**src/rtl/cpu_clk_pkg.sv**
```systemverilog
package cpu_clk_pkg;

  typedef enum logic [1:0] {
    SRC_XTAL = 2'd0,
    SRC_RING = 2'd1,
    SRC_SUB  = 2'd2
  } clk_src_e;

  // Bit positions inside the control byte
  localparam int BIT_STOP  = 7;
  localparam int BIT_FBOFF = 6;
  localparam int BIT_STAT  = 5;
  localparam int BIT_SUB   = 4;
  localparam int BIT_RSVD  = 3;

  // Decide whether a written byte is an allowed combination
  function automatic logic cfg_legal(input logic [7:0] d,
                                     input logic       ring_mode,
                                     input int         xtal_max,
                                     input int         ring_max);
    int code;
    code = int'(d[2:0]);
    if (d[BIT_RSVD])     return 1'b0;
    if (d[BIT_SUB])      return (code == 0);
    if (ring_mode)       return (code <= ring_max);
    return (code <= xtal_max);
  endfunction

endpackage

```
**src/rtl/clkctl_cfg_reg.sv**
```systemverilog
module clkctl_cfg_reg
  import cpu_clk_pkg::*;
#(
  parameter int          ADDR_W   = 16,
  parameter logic [15:0] REG_ADDR = 16'hFFFB,
  parameter int          XTAL_MAX = 4,
  parameter int          RING_MAX = 1
) (
  input  logic              clk,
  input  logic              rst,
  input  logic [ADDR_W-1:0] bus_addr,
  input  logic              bus_wr,
  input  logic              bus_rd,
  input  logic [7:0]        bus_wdata,
  input  logic              main_mode,
  input  logic              sub_live,
  output logic [7:0]        cfg_o,
  output logic [7:0]        rdata_o,
  output logic              err_o
);

  // Bits that are never stored: the live status and the reserved bit
  localparam logic [7:0] STORE_MASK = ~((8'd1 << BIT_STAT) | (8'd1 << BIT_RSVD));

  logic [7:0] cfg_q;
  logic [7:0] rd_q;
  logic       err_q;
  logic       hit;
  logic       ok;
  logic [7:0] rd_view;

  assign hit = (bus_addr == REG_ADDR[ADDR_W-1:0]);
  assign ok  = cfg_legal(bus_wdata, main_mode, XTAL_MAX, RING_MAX);

  always_comb begin
    rd_view           = cfg_q;
    rd_view[BIT_STAT] = sub_live;
    rd_view[BIT_RSVD] = 1'b0;
  end

  always_ff @(posedge clk) begin
    if (rst) begin
      cfg_q <= 8'h00;
      err_q <= 1'b0;
      rd_q  <= 8'h00;
    end else begin
      if (bus_wr && hit) begin
        if (ok) cfg_q <= bus_wdata & STORE_MASK;
        else    err_q <= 1'b1;
      end
      rd_q <= (bus_rd && hit) ? rd_view : 8'h00;
    end
  end

  assign cfg_o   = cfg_q;
  assign rdata_o = rd_q;
  assign err_o   = err_q;

  // the error flag never clears outside reset
  a_r7_err_sticky: assert property (@(posedge clk) disable iff (rst)
    $past(err_q) |-> err_q);

  // the unstored bits stay clear in the stored byte
  a_r3_unstored_clear: assert property (@(posedge clk) disable iff (rst)
    (cfg_q[BIT_RSVD] == 1'b0) && (cfg_q[BIT_STAT] == 1'b0));

  // a rejected write leaves the stored byte untouched
  a_r7_reject_keeps: assert property (@(posedge clk) disable iff (rst)
    (bus_wr && hit && !ok) |=> $stable(cfg_q));

  // a write to another address leaves the stored byte untouched
  a_r2_miss_keeps: assert property (@(posedge clk) disable iff (rst)
    (bus_wr && !hit) |=> $stable(cfg_q));

endmodule

```
**src/rtl/clkctl_src_sel.sv**
```systemverilog
module clkctl_src_sel
  import cpu_clk_pkg::*;
#(
  parameter int XTAL_MAX = 4,
  parameter int RING_MAX = 1,
  parameter int SUB_LOG  = 1,
  parameter int LOG_W    = 3
) (
  input  logic [7:0]       cfg,
  input  logic             main_mode,
  input  clk_src_e         act_src,
  input  logic             hs_tick,
  input  logic             ro_tick,
  input  logic             sub_tick,
  output clk_src_e         nxt_src,
  output logic [LOG_W-1:0] nxt_log,
  output logic             act_tick
);

  logic [2:0] code;
  assign code = cfg[2:0];

  // Source and ratio that the next period would use
  always_comb begin
    if (cfg[BIT_SUB]) begin
      nxt_src = SRC_SUB;
      nxt_log = LOG_W'(SUB_LOG);
    end else if (main_mode) begin
      nxt_src = SRC_RING;
      nxt_log = (int'(code) > RING_MAX) ? LOG_W'(RING_MAX) : LOG_W'(code);
    end else begin
      nxt_src = SRC_XTAL;
      nxt_log = (int'(code) > XTAL_MAX) ? LOG_W'(XTAL_MAX) : LOG_W'(code);
    end
  end

  // Tick of the source that currently drives the counter
  always_comb begin
    unique case (act_src)
      SRC_RING: act_tick = ro_tick;
      SRC_SUB:  act_tick = sub_tick;
      default:  act_tick = hs_tick;
    endcase
  end

endmodule

```
**src/rtl/clkctl_prescale.sv**
```systemverilog
module clkctl_prescale
  import cpu_clk_pkg::*;
#(
  parameter int LOG_MAX  = 4,
  parameter int RING_MAX = 1,
  parameter int SUB_LOG  = 1,
  parameter int LOG_W    = 3
) (
  input  logic             clk,
  input  logic             rst,
  input  logic             tick,
  input  clk_src_e         nxt_src,
  input  logic [LOG_W-1:0] nxt_log,
  output logic             ce_o,
  output clk_src_e         act_src_o,
  output logic [LOG_W-1:0] act_log_o
);

  localparam int CNT_W = (LOG_MAX < 1) ? 1 : LOG_MAX;

  logic [CNT_W-1:0] cnt;
  logic [CNT_W-1:0] lim;
  logic             ce_q;
  clk_src_e         src_q;
  logic [LOG_W-1:0] log_q;
  logic             wrap;

  assign lim  = ~({CNT_W{1'b1}} << log_q);
  assign wrap = tick && (cnt == lim);

  always_ff @(posedge clk) begin
    if (rst) begin
      cnt   <= '0;
      ce_q  <= 1'b0;
      src_q <= SRC_XTAL;
      log_q <= '0;
    end else begin
      ce_q <= wrap;
      if (wrap) begin
        cnt   <= '0;
        src_q <= nxt_src;
        log_q <= nxt_log;
      end else if (tick) begin
        cnt <= cnt + 1'b1;
      end
    end
  end

  assign ce_o      = ce_q;
  assign act_src_o = src_q;
  assign act_log_o = log_q;

  // every enable pulse follows a tick of the active source
  a_r4_ce_after_tick: assert property (@(posedge clk) disable iff (rst)
    ce_q |-> $past(tick));

  // the period counter stays inside the current period
  a_r4_cnt_in_range: assert property (@(posedge clk) disable iff (rst)
    cnt <= lim);

  // the active source and ratio move only with an enable pulse
  a_r8_switch_on_boundary: assert property (@(posedge clk) disable iff (rst)
    (!$stable(src_q) || !$stable(log_q)) |-> ce_q);

  // the ring path never runs a ratio beyond its limit
  a_r5_ring_ratio: assert property (@(posedge clk) disable iff (rst)
    (src_q == SRC_RING) |-> (int'(log_q) <= RING_MAX));

  // the subsystem path always runs its fixed ratio
  a_r6_sub_ratio: assert property (@(posedge clk) disable iff (rst)
    (src_q == SRC_SUB) |-> (int'(log_q) == SUB_LOG));

endmodule

```
**src/rtl/cpu_clk_ctrl.sv**
```systemverilog
module cpu_clk_ctrl
  import cpu_clk_pkg::*;
#(
  parameter int          ADDR_W   = 16,
  parameter logic [15:0] REG_ADDR = 16'hFFFB,
  parameter int          XTAL_MAX = 4,
  parameter int          RING_MAX = 1,
  parameter int          SUB_LOG  = 1
) (
  input  logic              clk,
  input  logic              rst,
  input  logic [ADDR_W-1:0] bus_addr,
  input  logic              bus_wr,
  input  logic              bus_rd,
  input  logic [7:0]        bus_wdata,
  output logic [7:0]        bus_rdata,
  input  logic              main_mode,
  input  logic              hs_tick,
  input  logic              ro_tick,
  input  logic              sub_tick,
  output logic              cpu_ce,
  output logic              osc_stop,
  output logic              fb_off,
  output logic              sub_active,
  output logic              cfg_err
);

  localparam int LOG_MAX = (XTAL_MAX > SUB_LOG) ? XTAL_MAX : SUB_LOG;
  localparam int LOG_W   = $clog2(LOG_MAX + 1);

  logic [7:0]       cfg;
  clk_src_e         act_src;
  clk_src_e         nxt_src;
  logic [LOG_W-1:0] nxt_log;
  logic [LOG_W-1:0] act_log;
  logic             act_tick;
  logic             on_sub;
  logic             stop_q;
  logic             fb_q;

  assign on_sub = (act_src == SRC_SUB);

  clkctl_cfg_reg #(
    .ADDR_W(ADDR_W), .REG_ADDR(REG_ADDR),
    .XTAL_MAX(XTAL_MAX), .RING_MAX(RING_MAX)
  ) u_reg (
    .clk(clk), .rst(rst),
    .bus_addr(bus_addr), .bus_wr(bus_wr), .bus_rd(bus_rd),
    .bus_wdata(bus_wdata), .main_mode(main_mode), .sub_live(on_sub),
    .cfg_o(cfg), .rdata_o(bus_rdata), .err_o(cfg_err)
  );

  clkctl_src_sel #(
    .XTAL_MAX(XTAL_MAX), .RING_MAX(RING_MAX),
    .SUB_LOG(SUB_LOG), .LOG_W(LOG_W)
  ) u_sel (
    .cfg(cfg), .main_mode(main_mode), .act_src(act_src),
    .hs_tick(hs_tick), .ro_tick(ro_tick), .sub_tick(sub_tick),
    .nxt_src(nxt_src), .nxt_log(nxt_log), .act_tick(act_tick)
  );

  clkctl_prescale #(
    .LOG_MAX(LOG_MAX), .RING_MAX(RING_MAX),
    .SUB_LOG(SUB_LOG), .LOG_W(LOG_W)
  ) u_div (
    .clk(clk), .rst(rst), .tick(act_tick),
    .nxt_src(nxt_src), .nxt_log(nxt_log),
    .ce_o(cpu_ce), .act_src_o(act_src), .act_log_o(act_log)
  );

  // Registered oscillator controls
  always_ff @(posedge clk) begin
    if (rst) begin
      stop_q <= 1'b0;
      fb_q   <= 1'b0;
    end else begin
      stop_q <= cfg[BIT_STOP] && on_sub;
      fb_q   <= cfg[BIT_FBOFF];
    end
  end

  assign osc_stop   = stop_q;
  assign fb_off     = fb_q;
  assign sub_active = on_sub;

  // the stop control is only ever raised after a cycle on the subsystem clock
  a_r9_stop_needs_sub: assert property (@(posedge clk) disable iff (rst)
    osc_stop |-> $past(sub_active));

  // a change of the status flag coincides with a period boundary
  a_r11_status_on_boundary: assert property (@(posedge clk) disable iff (rst)
    !$stable(sub_active) |-> cpu_ce);

  // the subsystem path is never active with a ratio other than its fixed one
  a_r6_sub_fixed: assert property (@(posedge clk) disable iff (rst)
    sub_active |-> (int'(act_log) == SUB_LOG));

endmodule

```
**config.mk**
```make
export PLATFORM = sky130hd
export DESIGN_NAME = cpu_clk_ctrl
export DESIGN_NICKNAME = d
export VERILOG_FILES = /design/src/rtl/cpu_clk_pkg.sv /design/src/rtl/clkctl_cfg_reg.sv /design/src/rtl/clkctl_src_sel.sv /design/src/rtl/clkctl_prescale.sv /design/src/rtl/cpu_clk_ctrl.sv
export SDC_FILE = /design/constraint.sdc
export NUM_CORES = 1
export LEC_CHECK = 0
export ABC_CLOCK_PERIOD_IN_PS = 4600
export BUFFER_PORTS_ARGS = -buffer_cell sky130_fd_sc_hd__buf_2
export CORE_ASPECT_RATIO = 0.7
export CORE_MARGIN = 1.5
export CORE_UTILIZATION = 45
export CTS_CLUSTER_DIAMETER = 30
export CTS_CLUSTER_SIZE = 40
export DETAILED_ROUTE_END_ITERATION = 10
export GPL_TIMING_DRIVEN = 1
export PLACE_DENSITY = 0.79
export SLEW_MARGIN = 20
export SYNTH_ARGS = -nofsm -noshare
export SYNTH_HDL_FRONTEND = slang
export SYNTH_SLANG_ARGS = --single-unit
```
**constraint.sdc**
```tcl
create_clock -name clk -period 4.6 [get_ports clk]
set_input_delay 0.92 -clock clk [delete_from_list [all_inputs] [get_ports clk]]
set_output_delay 0.92 -clock clk [all_outputs]
set_load 0.005 [all_outputs]
```
==> reports/metrics.cfg <==
[clock_network]
clk-insertion-delay-late_ps = 270
htreeDepth = 1
clkTransAtPathRegs_ps = 90
cts_buffer_depth = 2
postCtsResizedCells = 0
hold_buffers = 0
numCtsBuffers = 3
root_buffer = clkbuf_8
cts.sink_count = 26
tritoncts = built
post-cts-setup-buffer-count = 0

[critical_path]
critPathRequiredTime_ps = 4770
rrSetupSlack_ps = 2440
critPathKind = primary input to register
rr_startpoint = u_div.act_src_o[0]
r2r-end = u_div.act_log_o[0]
r2r_cells = 6
crit_start = ro_tick
cp-start-kind = primary input
worstPathMaxFanout = 5
cp.arrival_ps = 2380
worst_setup_path_end_kind = register

[sta]
rsz0062_at_grt = false
tightestPinTransition_ps = 855
max_freq_ghz = 0.452
worst_slack_ps = 2390
hold_viol = 0
drv_slew = 0
post-route-period-util_pct = 48.1
setup-tns-final_ps = 0
slew_headroom_pct = 42.5
min_period_ps = 2210
fin_skew_ps = 3.59
finalSetupViolCount = 0

[global_route]
gr-usage-all-layers_pct = 19.3
grt_max_degree = 17
grt_antenna_before_repair = 0
gr-total-overflow = 0
grt_pass1_vias = 1021
grt_pass1_wl_um = 4440

[floorplan]
core_area_um2 = 2500
start_util_pct = 48.5
die_area_um2 = 3010
die_h_um = 46.4
die_x_um = 65.0
io_pins = 45
rows = 15

[synthesis]
synth_flop_cell = dfxtp_1
synth-edff-count = 0
synthArstFlopShare_pct = 0
yosysTopAreaCell = dfxtp_1
synthCells = 126
yosys_warnings = 0
synth.area.top_cells = dfxtp_1 43%, nand4_1 6.2%, o31ai_1 4.3%, mux2i_1 4.1%, and2_1 3.6%
synth_top_area_share_pct = 43.0
synth_nets = 161
syn-cell-area_um2 = 1210
yosysUniqueCellTypes = 38
ys_seq_elements = 26
synth.avg_cell_area_um2 = 9.60
seq_area_frac_synth_pct = 43.0

[power_and_ir_drop]
ir_drop_v = 0.000156
p_leak_nw = 0.662
power-per-cell-area_nw_per_um2 = 329
p_total_uw = 497

[min_path]
hold_start = u_reg.err_o
min_path_cells = 2
worstHoldPathType = register to register
whs_endpoint = u_reg.err_o

[placement]
dp_worst_setup_slack_ps = 2080
dp_cells = 197
gp_congestion = 0.887
place_hpwl_um = 2040
numPortBuffers = 42

[drt]
vias = 1087
detail_route.drc_violations = 0
wl_um = 2680
via_per_inst = 5.41
drt_iter0_markers = 42
wire_per_inst_um = 13.3
drt_first_pass_iters = 4
final_antenna_net_count = 0

[cells_and_area]
syn_to_final_growth_pct = 24.8
finalNetCount = 203
drive_above_1_share_pct = 31.1
layoutNonFillerInstCount = 201
antenna_cells = 0

[run_status]
outcome = finished clean

[flow_run]
maxCapViolations = 0

## per-stage QoR
step	instance area (µm²)	utilization (%)	hold WS, ps
after floorplan	1210	-	444
after global placement	1440	57.6	458
after CTS	1510	60.5	483
after global routing	1510	60.5	506
final	1510	60.5	475
after detailed placement	1440	57.6	464
## area by class of cell
cell class	count	area, µm²
repair buffers	42	210
multi-input cells	89	643
clock inverters	1	30.0
clock buffers	3	41.3
fillers	215	986
well taps	34	42.5
flip-flops and latches	26	520
inverters	6	22.5
## cell families after synthesis
logic type / count (synthesis) / synth area share, %
other: 1 / 0.310
buffers and inverters: 11 / 3.83
adders and majority gates: 3 / 3.10
xor gates and xnor gates: 5 / 3.62
AOI/OAI and AO/OA: 22 / 13.5
muxes: 6 / 5.38
and+or+nand+nor: 52 / 27.2
DFF: 26 / 43.0
## metal layers
metal	track usage (%)	vias to the layer above	routed length (µm)
met5	0	-	0
met4	6.38	0	31
met3	4.40	4	132
met2	33.6	34	1250
met1	24.1	503	1260
li1	-	546	-
## report_power, final
part	leakage (nW)	switching, mW	internal [mW]
clock network	0.0357	0.0715	0.116
logic	0.416	0.0388	0.0341
registers	0.210	0.00558	0.230
total	0.662	0.116	0.381
## how the worst max path moves through the flow
stage / end / slack, ps / depth (start not counted)
4_1_cts: u_div.act_log_o[0] / 2380 / 5
3_3_place_gp: u_div.act_log_o[0] / 2140 / 5
5_1_grt: u_div.act_log_o[0] / 2280 / 5
3_5_place_dp: u_div.act_log_o[0] / 2080 / 5
6_report: u_div.act_log_o[0] / 2390 / 5
2_1_floorplan: u_reg.cfg_o[6] / 2420 / 5
## Yosys cell counts (2+ instances only)
library cell	n
o31ai_1	7
and3_1	2
a21oi_1	8
dfxtp_1	26
nor2_1	5
mux2i_1	5
and2_1	7
nand3_1	2
inv_1	5
nor3_1	8
xnor2_1	4
nand4_1	12
nor2b_1	2
ha_1	3
clkbuf_1	2
nand2_1	6
## worst max-delay path, cell delays in order
cell,delay (ps)
buf_2,100
a221oi_1,430
or2_0,390
a311o_4,240
mux2_4,300
## state kept, by name, summed over array words and instances (netlist names)
name / cells
u_reg.rdata_o: 7
u_div.act_log_o: 3
u_reg.cfg_o: 6
u_div.cnt: 4
osc_stop: 1
u_div.act_src_o: 2
fb_off: 1
u_div.ce_o: 1
u_reg.err_o: 1
## cell usage in the layout, fill, tap and decap left out, drive strengths merged, types with 2 or more instances in the layout
master and count:
xnor2 4, buf 42, nor2b 3, mux2i 5
a21oi 8, ha 3, nor4 2, nand3 2
o31ai 7, inv 5, and2 7, nand2 6
and3 2, clkbuf 3, nand4 12, nor3 8
nor2 5, dfxtp 26
Note: power is estimated with default switching activity, not from simulation.
